`src/rtl/useq_pkg.sv`:
```
package useq_pkg;
  localparam int OP_W    = 6;
  localparam int AW      = OP_W + 1;
  localparam int CTRL_W  = 2 * AW + 2;
  localparam int DEPTH   = 2 ** AW;
  localparam logic [AW-1:0] TERM_ADDR = {AW{1'b1}};
  localparam logic [AW-1:0] SCR_KEY   = AW'(42);

  typedef struct packed {
    logic [AW-1:0] scramble;
    logic [AW-1:0] tag;
    logic          act;
    logic          irq_exit;
  } ctrl_t;

  typedef struct packed {
    ctrl_t         ctrl;
    logic [AW-1:0] nxt;
  } uword_t;

  // control store contents, computed per address
  function automatic uword_t rom_word(logic [AW-1:0] a);
    uword_t w;
    w.ctrl.scramble = a ^ SCR_KEY;
    w.ctrl.tag      = a;
    w.ctrl.act      = 1'b1;
    w.ctrl.irq_exit = (a == TERM_ADDR);
    if (!a[AW-1] && a[OP_W-1 -: 2] == 2'b11)
      w.nxt = {1'b1, (AW-1)'(a[OP_W-3:0])};
    else
      w.nxt = TERM_ADDR;
    return w;
  endfunction
endpackage

```
`src/rtl/useq_rom.sv`:
```
module useq_rom
  import useq_pkg::*;
(
  input  logic          clk_i,
  input  logic          rst_ni,
  input  logic [AW-1:0] addr_i,
  output uword_t        data_o
);
  uword_t mem [DEPTH];

  for (genvar i = 0; i < DEPTH; i++) begin : g_rom
    assign mem[i] = rom_word(AW'(i));
  end

  always_ff @(posedge clk_i or negedge rst_ni) begin
    if (!rst_ni) data_o <= '0;
    else         data_o <= mem[addr_i];
  end
endmodule

```
`src/rtl/useq_next.sv`:
```
module useq_next
  import useq_pkg::*;
(
  input  logic            busy_i,
  input  logic [AW-1:0]   word_nxt_i,
  input  logic            word_irq_exit_i,
  input  logic            op_valid_i,
  input  logic [OP_W-1:0] op_code_i,
  input  logic            irq_pend_i,
  output logic [AW-1:0]   nxt_addr_o,
  output logic            nxt_busy_o,
  output logic            fetch_o
);
  logic boundary;
  assign boundary = !busy_i || (word_nxt_i == TERM_ADDR);

  always_comb begin
    nxt_addr_o = TERM_ADDR;
    nxt_busy_o = 1'b0;
    fetch_o    = 1'b0;
    if (!boundary) begin
      nxt_addr_o = word_nxt_i;
      nxt_busy_o = 1'b1;
    end else if (busy_i && irq_pend_i && !word_irq_exit_i) begin
      nxt_addr_o = TERM_ADDR;
      nxt_busy_o = 1'b1;
    end else if (op_valid_i) begin
      nxt_addr_o = {1'b0, op_code_i};
      nxt_busy_o = 1'b1;
      fetch_o    = 1'b1;
    end
  end
endmodule

```
`src/rtl/useq_core.sv`:
```
module useq_core
  import useq_pkg::*;
(
  input  logic              clk_i,
  input  logic              rst_ni,
  input  logic              op_valid_i,
  input  logic [OP_W-1:0]   op_code_i,
  input  logic              irq_pend_i,
  output logic              fetch_o,
  output logic              busy_o,
  output logic [AW-1:0]     uaddr_o,
  output logic [CTRL_W-1:0] ctrl_o
);
  logic          busy_q, nxt_busy, fetch_w;
  logic [AW-1:0] addr_q, nxt_addr;
  uword_t        rom_q;

  useq_next u_next (
    .busy_i          (busy_q),
    .word_nxt_i      (rom_q.nxt),
    .word_irq_exit_i (rom_q.ctrl.irq_exit),
    .op_valid_i      (op_valid_i),
    .op_code_i       (op_code_i),
    .irq_pend_i      (irq_pend_i),
    .nxt_addr_o      (nxt_addr),
    .nxt_busy_o      (nxt_busy),
    .fetch_o         (fetch_w)
  );

  useq_rom u_rom (
    .clk_i  (clk_i),
    .rst_ni (rst_ni),
    .addr_i (nxt_addr),
    .data_o (rom_q)
  );

  always_ff @(posedge clk_i or negedge rst_ni) begin
    if (!rst_ni) begin
      busy_q <= 1'b0;
      addr_q <= '0;
    end else begin
      busy_q <= nxt_busy;
      addr_q <= nxt_addr;
    end
  end

  assign fetch_o = fetch_w & rst_ni;
  assign busy_o  = busy_q;
  assign uaddr_o = addr_q;
  assign ctrl_o  = busy_q ? rom_q.ctrl : '0;
endmodule

```
`config.mk`:
```
export PLATFORM = sky130hd
export DESIGN_NAME = useq_core
export DESIGN_NICKNAME = d
export VERILOG_FILES = /design/src/rtl/useq_pkg.sv /design/src/rtl/useq_rom.sv /design/src/rtl/useq_next.sv /design/src/rtl/useq_core.sv
export SDC_FILE = /design/constraint.sdc
export NUM_CORES = 1
export LEC_CHECK = 0
export BUFFER_PORTS_ARGS = -buffer_cell sky130_fd_sc_hd__clkbuf_2
export CORE_MARGIN = 2
export CORE_UTILIZATION = 50
export CTS_CLUSTER_SIZE = 10
export DETAILED_ROUTE_END_ITERATION = 8
export PLACE_DENSITY = 0.82
export SLEW_MARGIN = 20
export SYNTH_ARGS = -nofsm -noshare
export SYNTH_HDL_FRONTEND = slang
export SYNTH_SLANG_ARGS = --single-unit
```
`constraint.sdc`:
```
create_clock -name clk_i -period 1.85 [get_ports clk_i]
set_input_delay 0.0925 -clock clk_i [delete_from_list [all_inputs] [get_ports clk_i]]
set_output_delay 0.0925 -clock clk_i [all_outputs]
set_load 0.01 [all_outputs]
```
* Word level (Yosys, flattened, before mapping)
Memory sizes are Yosys's and may differ from the RTL's. A register that Yosys moved wholly into a read port is not among the register bits.
Index checks and enable logic that the tools add are counted.
Widths: inputs -> output; s select.
** Storage, ports and cells
- Memory bits (read-only) :: 2944
- Memories :: 1
- Register bits :: 8
** Cells by class
- Multiplexer cells :: 9
- Bitwise operators :: 2
- Reductions and logical operators :: 6
- Equality and inequality tests :: 1
** Memory list
- (name not given) :: words 128, width 23, read ports 1, clocked after Yosys merged registers in 1, write ports 0, RTL line useq_rom.sv:17 : else data_o <= mem[addr_i];
** Operators by type and width (count)
- $mux 7 :: 3
- $mux 16 :: 1
- $not 7->8 :: 1
- $eq 7x7->1 const B :: 1
- $mux 1 :: 5
- $logic_not 1->1 :: 3
- $logic_and 1x1->1 :: 2
- $and 1x1->1 :: 1
- $logic_or 1x1->1 :: 1

* Logic depth before layout (Yosys ltp)
- Word-level depth :: 5
- Mapped depth :: 4
- Mapped depth without buffers :: 4

* Cells and area by module
Synthesis repeated with hierarchy kept, for this count alone.
** Second synthesis, totals
- Cell total of the unflattened synthesis :: 90
- Area total of the unflattened synthesis :: 1044.8 sq um
** Modules (own cells, without submodules)
- useq_rom :: cells an instance 36, seq. area each 425.4 sq um, area an instance 536.8 sq um, times used 1
- useq_core :: cells an instance 26, seq. area each 200.2 sq um, area an instance 332.8 sq um, times used 1
- useq_next :: cells an instance 28, seq. area each 0.0 sq um, area an instance 175.2 sq um, times used 1

* Worst setup path before layout
No wires, ideal clock.
- Kind :: flip-flop to flip-flop
- Start :: register busy_q, in the netlist busy_o
- End :: register u_rom.data_o[2] (netlist name)
- Period minus slack after synthesis :: 1.330 ns
- Setup slack :: 0.520 ns
- Data arrival time :: 1.194 ns
- Cell stages (with the launch flop) :: 5
- Setup time :: 0.136 ns
- Data required time :: 1.714 ns
- Cell sequence :: dfrtp_1 nand3b_1 nand2_1 o32ai_1 nand3_1
** On the way
- Cells in the longest elaborated chain, start to end :: 5
- Elaborated cells between the ends (all ways) :: 7
- Classes of those cells :: mux (2); bitwise (1); reduce/logical (4)
** Ends and longest elaborated chain
- from (decl) :: RTL line useq_core.sv:14 : logic busy_q, nxt_busy, fetch_w;
- from (signal assigned) :: RTL line useq_core.sv:42 : busy_q <= nxt_busy;
- $logic_and 1x1->1 (2 in series) :: RTL line useq_next.sv:24 : end else if (busy_i && irq_pend_i && !word_irq_exit_i) begin
- $mux 7 :: RTL line useq_next.sv:24
- $mux 7 * :: RTL line useq_next.sv:21 : if (!boundary) begin
- $not 7->8 (implied by the code) * :: RTL line useq_rom.sv:17
Every way passes the cells marked *; elsewhere a longest branch is shown, timed or not.

* Final worst setup path
- Start :: register busy_q, in the netlist busy_o
- End :: output port fetch_o
** On the way
- Cells in the longest elaborated chain, start to end :: 5
- Elaborated cells between the ends (all ways) :: 7
- Classes of those cells :: mux (2); bitwise (1); reduce/logical (4)
** Ends and longest elaborated chain
- $logic_and 1x1->1 (2 in series) :: RTL line useq_next.sv:24
- $mux 1 :: RTL line useq_next.sv:24
- $mux 1 * :: RTL line useq_next.sv:21
- $and 1x1->1 * :: RTL line useq_core.sv:47 : assign fetch_o = fetch_w & rst_ni;
- to (decl) :: RTL line useq_core.sv:9 : output logic fetch_o,
Marks and branches as above.

==> key figures <==
Run status
  – Status: finished clean

Clock network
  – Bufs on Longest Clock Path: 2
  – Clock sink total: 18
  – Buffer count from post-CTS setup fixing: 0
  – CTS buffer count: 3
  – Worst-Skew Late Latency: approximately 0.3 ns
  – CTS tree: built
  – Root buf cell: clkbuf_4
  – Clock-pin transition on the worst setup and hold timing paths: around 0.1 ns
  – H-tree levels: 1

Drt
  – DR iter-0 viols: 9
  – Post-Route WL: ~1600 microns
  – ANT nets after route: 0
  – Average wire per standard cell: approximately 13 microns
  – Vias: approximately 640
  – DR pass1 iterations: 4
  – Via-to-Cell Ratio: 5.11
  – Drt drc: 0

Setup path
  – CP Class: reg2out
  – CP top delay family: flip-flops
  – Crit path buffers/inverters: 2
  – CP required: around 1.8 ns
  – CP startpoint kind: flop
  – Worst-path cell chain: buf_4 > o21a_4 > nor2_2 > and2_1 > clkbuf_2
  – WP data arrival: 1.59 ns
  – CP max FO: 11
  – Worst path slowest cell: dfrtp_1
  – Crit-path max cell delay: slightly above 0.5 ns
  – CP endpoint kind: output pin

STA
  – Final min period: 1.68 ns
  – Setup WS post-layout: about 0.17 ns
  – Final worst-path cycle share: 0.907
  – Final hold viol count: 0
  – Final setup violation count: 0
  – Max Clk Rate: approximately 0.60 GHz
  – Skew final: 0.00207 ns
  – Unrepaired setup endpoints after global routing: no
  – Hold WS: 0.00782 ns
  – Pins Over Slew Limit: 0
  – Fin Setup TNS: 0 ns

Placement
  – Pre-CTS setup slack: 0.387 ns
  – Routability Congestion: between 0.8 and 0.9
  – Port Buffers: 34
  – Placed wire-length estimate after detailed placement: around 1200 microns
  – Post-placement cell area: 985 sq um

Worst hold path
  – Hold Path Class: in2reg

Global routing
  – First-pass GRT wire length: about 2500 microns
  – Gr usage total: 0.177
  – Grt total ovfl: 0
  – Largest net degree at the start of global routing: 19
  – Vias in the first global route: roughly 590
  – Antenna violations before repair: 0

Yosys
  – Sequential-to-total area share from yosys stat: 0.521
  – Mean Syn Cell Area: around 11 sq um
  – Post-Syn Area: 865 sq um
  – #FFs+latches synth: 18
  – Synth warnings: 0
  – Syn nets: 89
  – Cell count after synthesis: 79
  – Synth cell types: 24

Floorplanning
  – # rows: 15
  – Initial Utilization: 0.518
  – Core Footprint: 0.00167 sq mm
  – Die W: roughly 46 microns
  – I/O Pins: 35
  – Full die area: a little over 0.002 sq mm
  – Die Ht: about 46 microns

Run
  – Max cap viols: 0

Final layout
  – Proportion of layout cells with a drive suffix above 1: 0.440
  – Fin area: 0.00105 sq mm
  – NumNets Final: 120
  – Antenna diodes: 0
  – Synthesis-to-finish area growth: 21.0%

Power
  – Power Dens Cells: around 1100 mW/mm^2
  – Total power: ~1200 uW
  – Leakage power: 0.000499 uW
  – Max rail drop VDD: 0.561 mV
-- cell type report --
type / count / area (sq um)
fillers: 145 / 624
flip-flops and latches: 18 / 450
multi-input cells: 42 / 307
clock buffers: 4 / 36.3
well taps: 17 / 21.3
repair buffers: 38 / 205
inverters: 7 / 26.3
-- cell usage in the layout, fill, tap and decap left out, types with 3 or more instances in the layout --
| master | synthesis | layout |
|---|---|---|
| clkbuf_2 | 0 | 34 |
| dfrtp_1 | 18 | 18 |
| and2_1 | 12 | 12 |
| inv_1 | 7 | 7 |
| nand3_1 | 4 | 4 |
| nand2b_1 | 3 | 3 |
| clkbuf_4 | 0 | 3 |
-- kinds of logic after synthesis --
logic type | Yosys count | share of synthesized area
other cells | 1 | 0.00434
compound gates | 13 | 0.159
simple gates | 28 | 0.185
buf+inv | 19 | 0.130
flops | 18 | 0.521
-- cells in the mapped netlist --
library cell	number	area, sq um
dfrtp_1	18	450
nand2_1	2	7.51
nand4_1	1	6.26
o32ai_1	2	17.5
buf_4	11	82.6
nor3_1	1	5.00
inv_1	7	26.3
o31ai_2	2	25.0
o31a_4	1	17.5
and2_1	12	75.1
a21oi_1	2	10.0
o21bai_1	1	7.51
nand3_1	4	20.0
nor2b_1	1	6.26
o21a_4	1	15.0
o21ai_0	2	10.0
nand2_2	1	6.26
o32ai_4	1	27.5
nor2_1	2	7.51
clkbuf_1	1	3.75
a21boi_1	1	7.51
conb_1	1	3.75
nand3b_1	1	7.51
nand2b_1	3	18.8
-- worst reg2reg max path: stages, from the launching register on --
cell	delay [ns]
dfrtp_1	0.49
buf_4	0.21
o21a_4	0.16
o32ai_1	0.40
nand3_1	0.11
-- routing by layer --
metal,vias to the layer above,global-route usage,part of all wire
met2,24,0.296,0.54
met4,0,0.129,0.028
met3,5,0.0238,0.052
met5,-,0,0
li1,308,-,-
met1,307,0.203,0.38
-- metrics by stage --
step,utilization,cells
floorplan,-,79
global placement,0.590,120
detailed placement,0.590,120
CTS,0.623,126
global route,0.626,126
finish,0.626,126
-- path summary, 6_finish.rpt --
check | startpoint | to | slack (ns) | cells after the start
min reg2reg | u_rom.data_o[0] | u_rom.data_o[9] | 0.56 | 2
min in group asynchronous | rst_ni | u_rom.data_o[2] | 0.31 | 3
min | op_code_i[3] | u_rom.data_o[19] | 0.008 | 2
max | busy_o | fetch_o | 0.17 | 5
max reg2reg | busy_o | u_rom.data_o[0] | 0.36 | 4
max in group asynchronous | rst_ni | u_rom.data_o[9] | 1.35 | 3
-- sequential cells by signal (all words and copies together) (netlist names) --
| register | count |
|---|---|
| busy_o | 1 |
| u_rom.data_o | 17 |
-- report_power, final --
group | leakage, uW | internal, uW | switching [uW]
registers | 0.000191 | 457 | 34.2
clock network | 0.0000210 | 120 | 126
logic | 0.000288 | 198 | 254
-- repair_timing --
item                                    CTS  global route
hold buffers                              2             0
endpoints found under the hold margin    19             0
endpoints found under the setup margin    0             1
resized for setup                         0             2
Note: power is estimated with default switching activity, not from simulation.
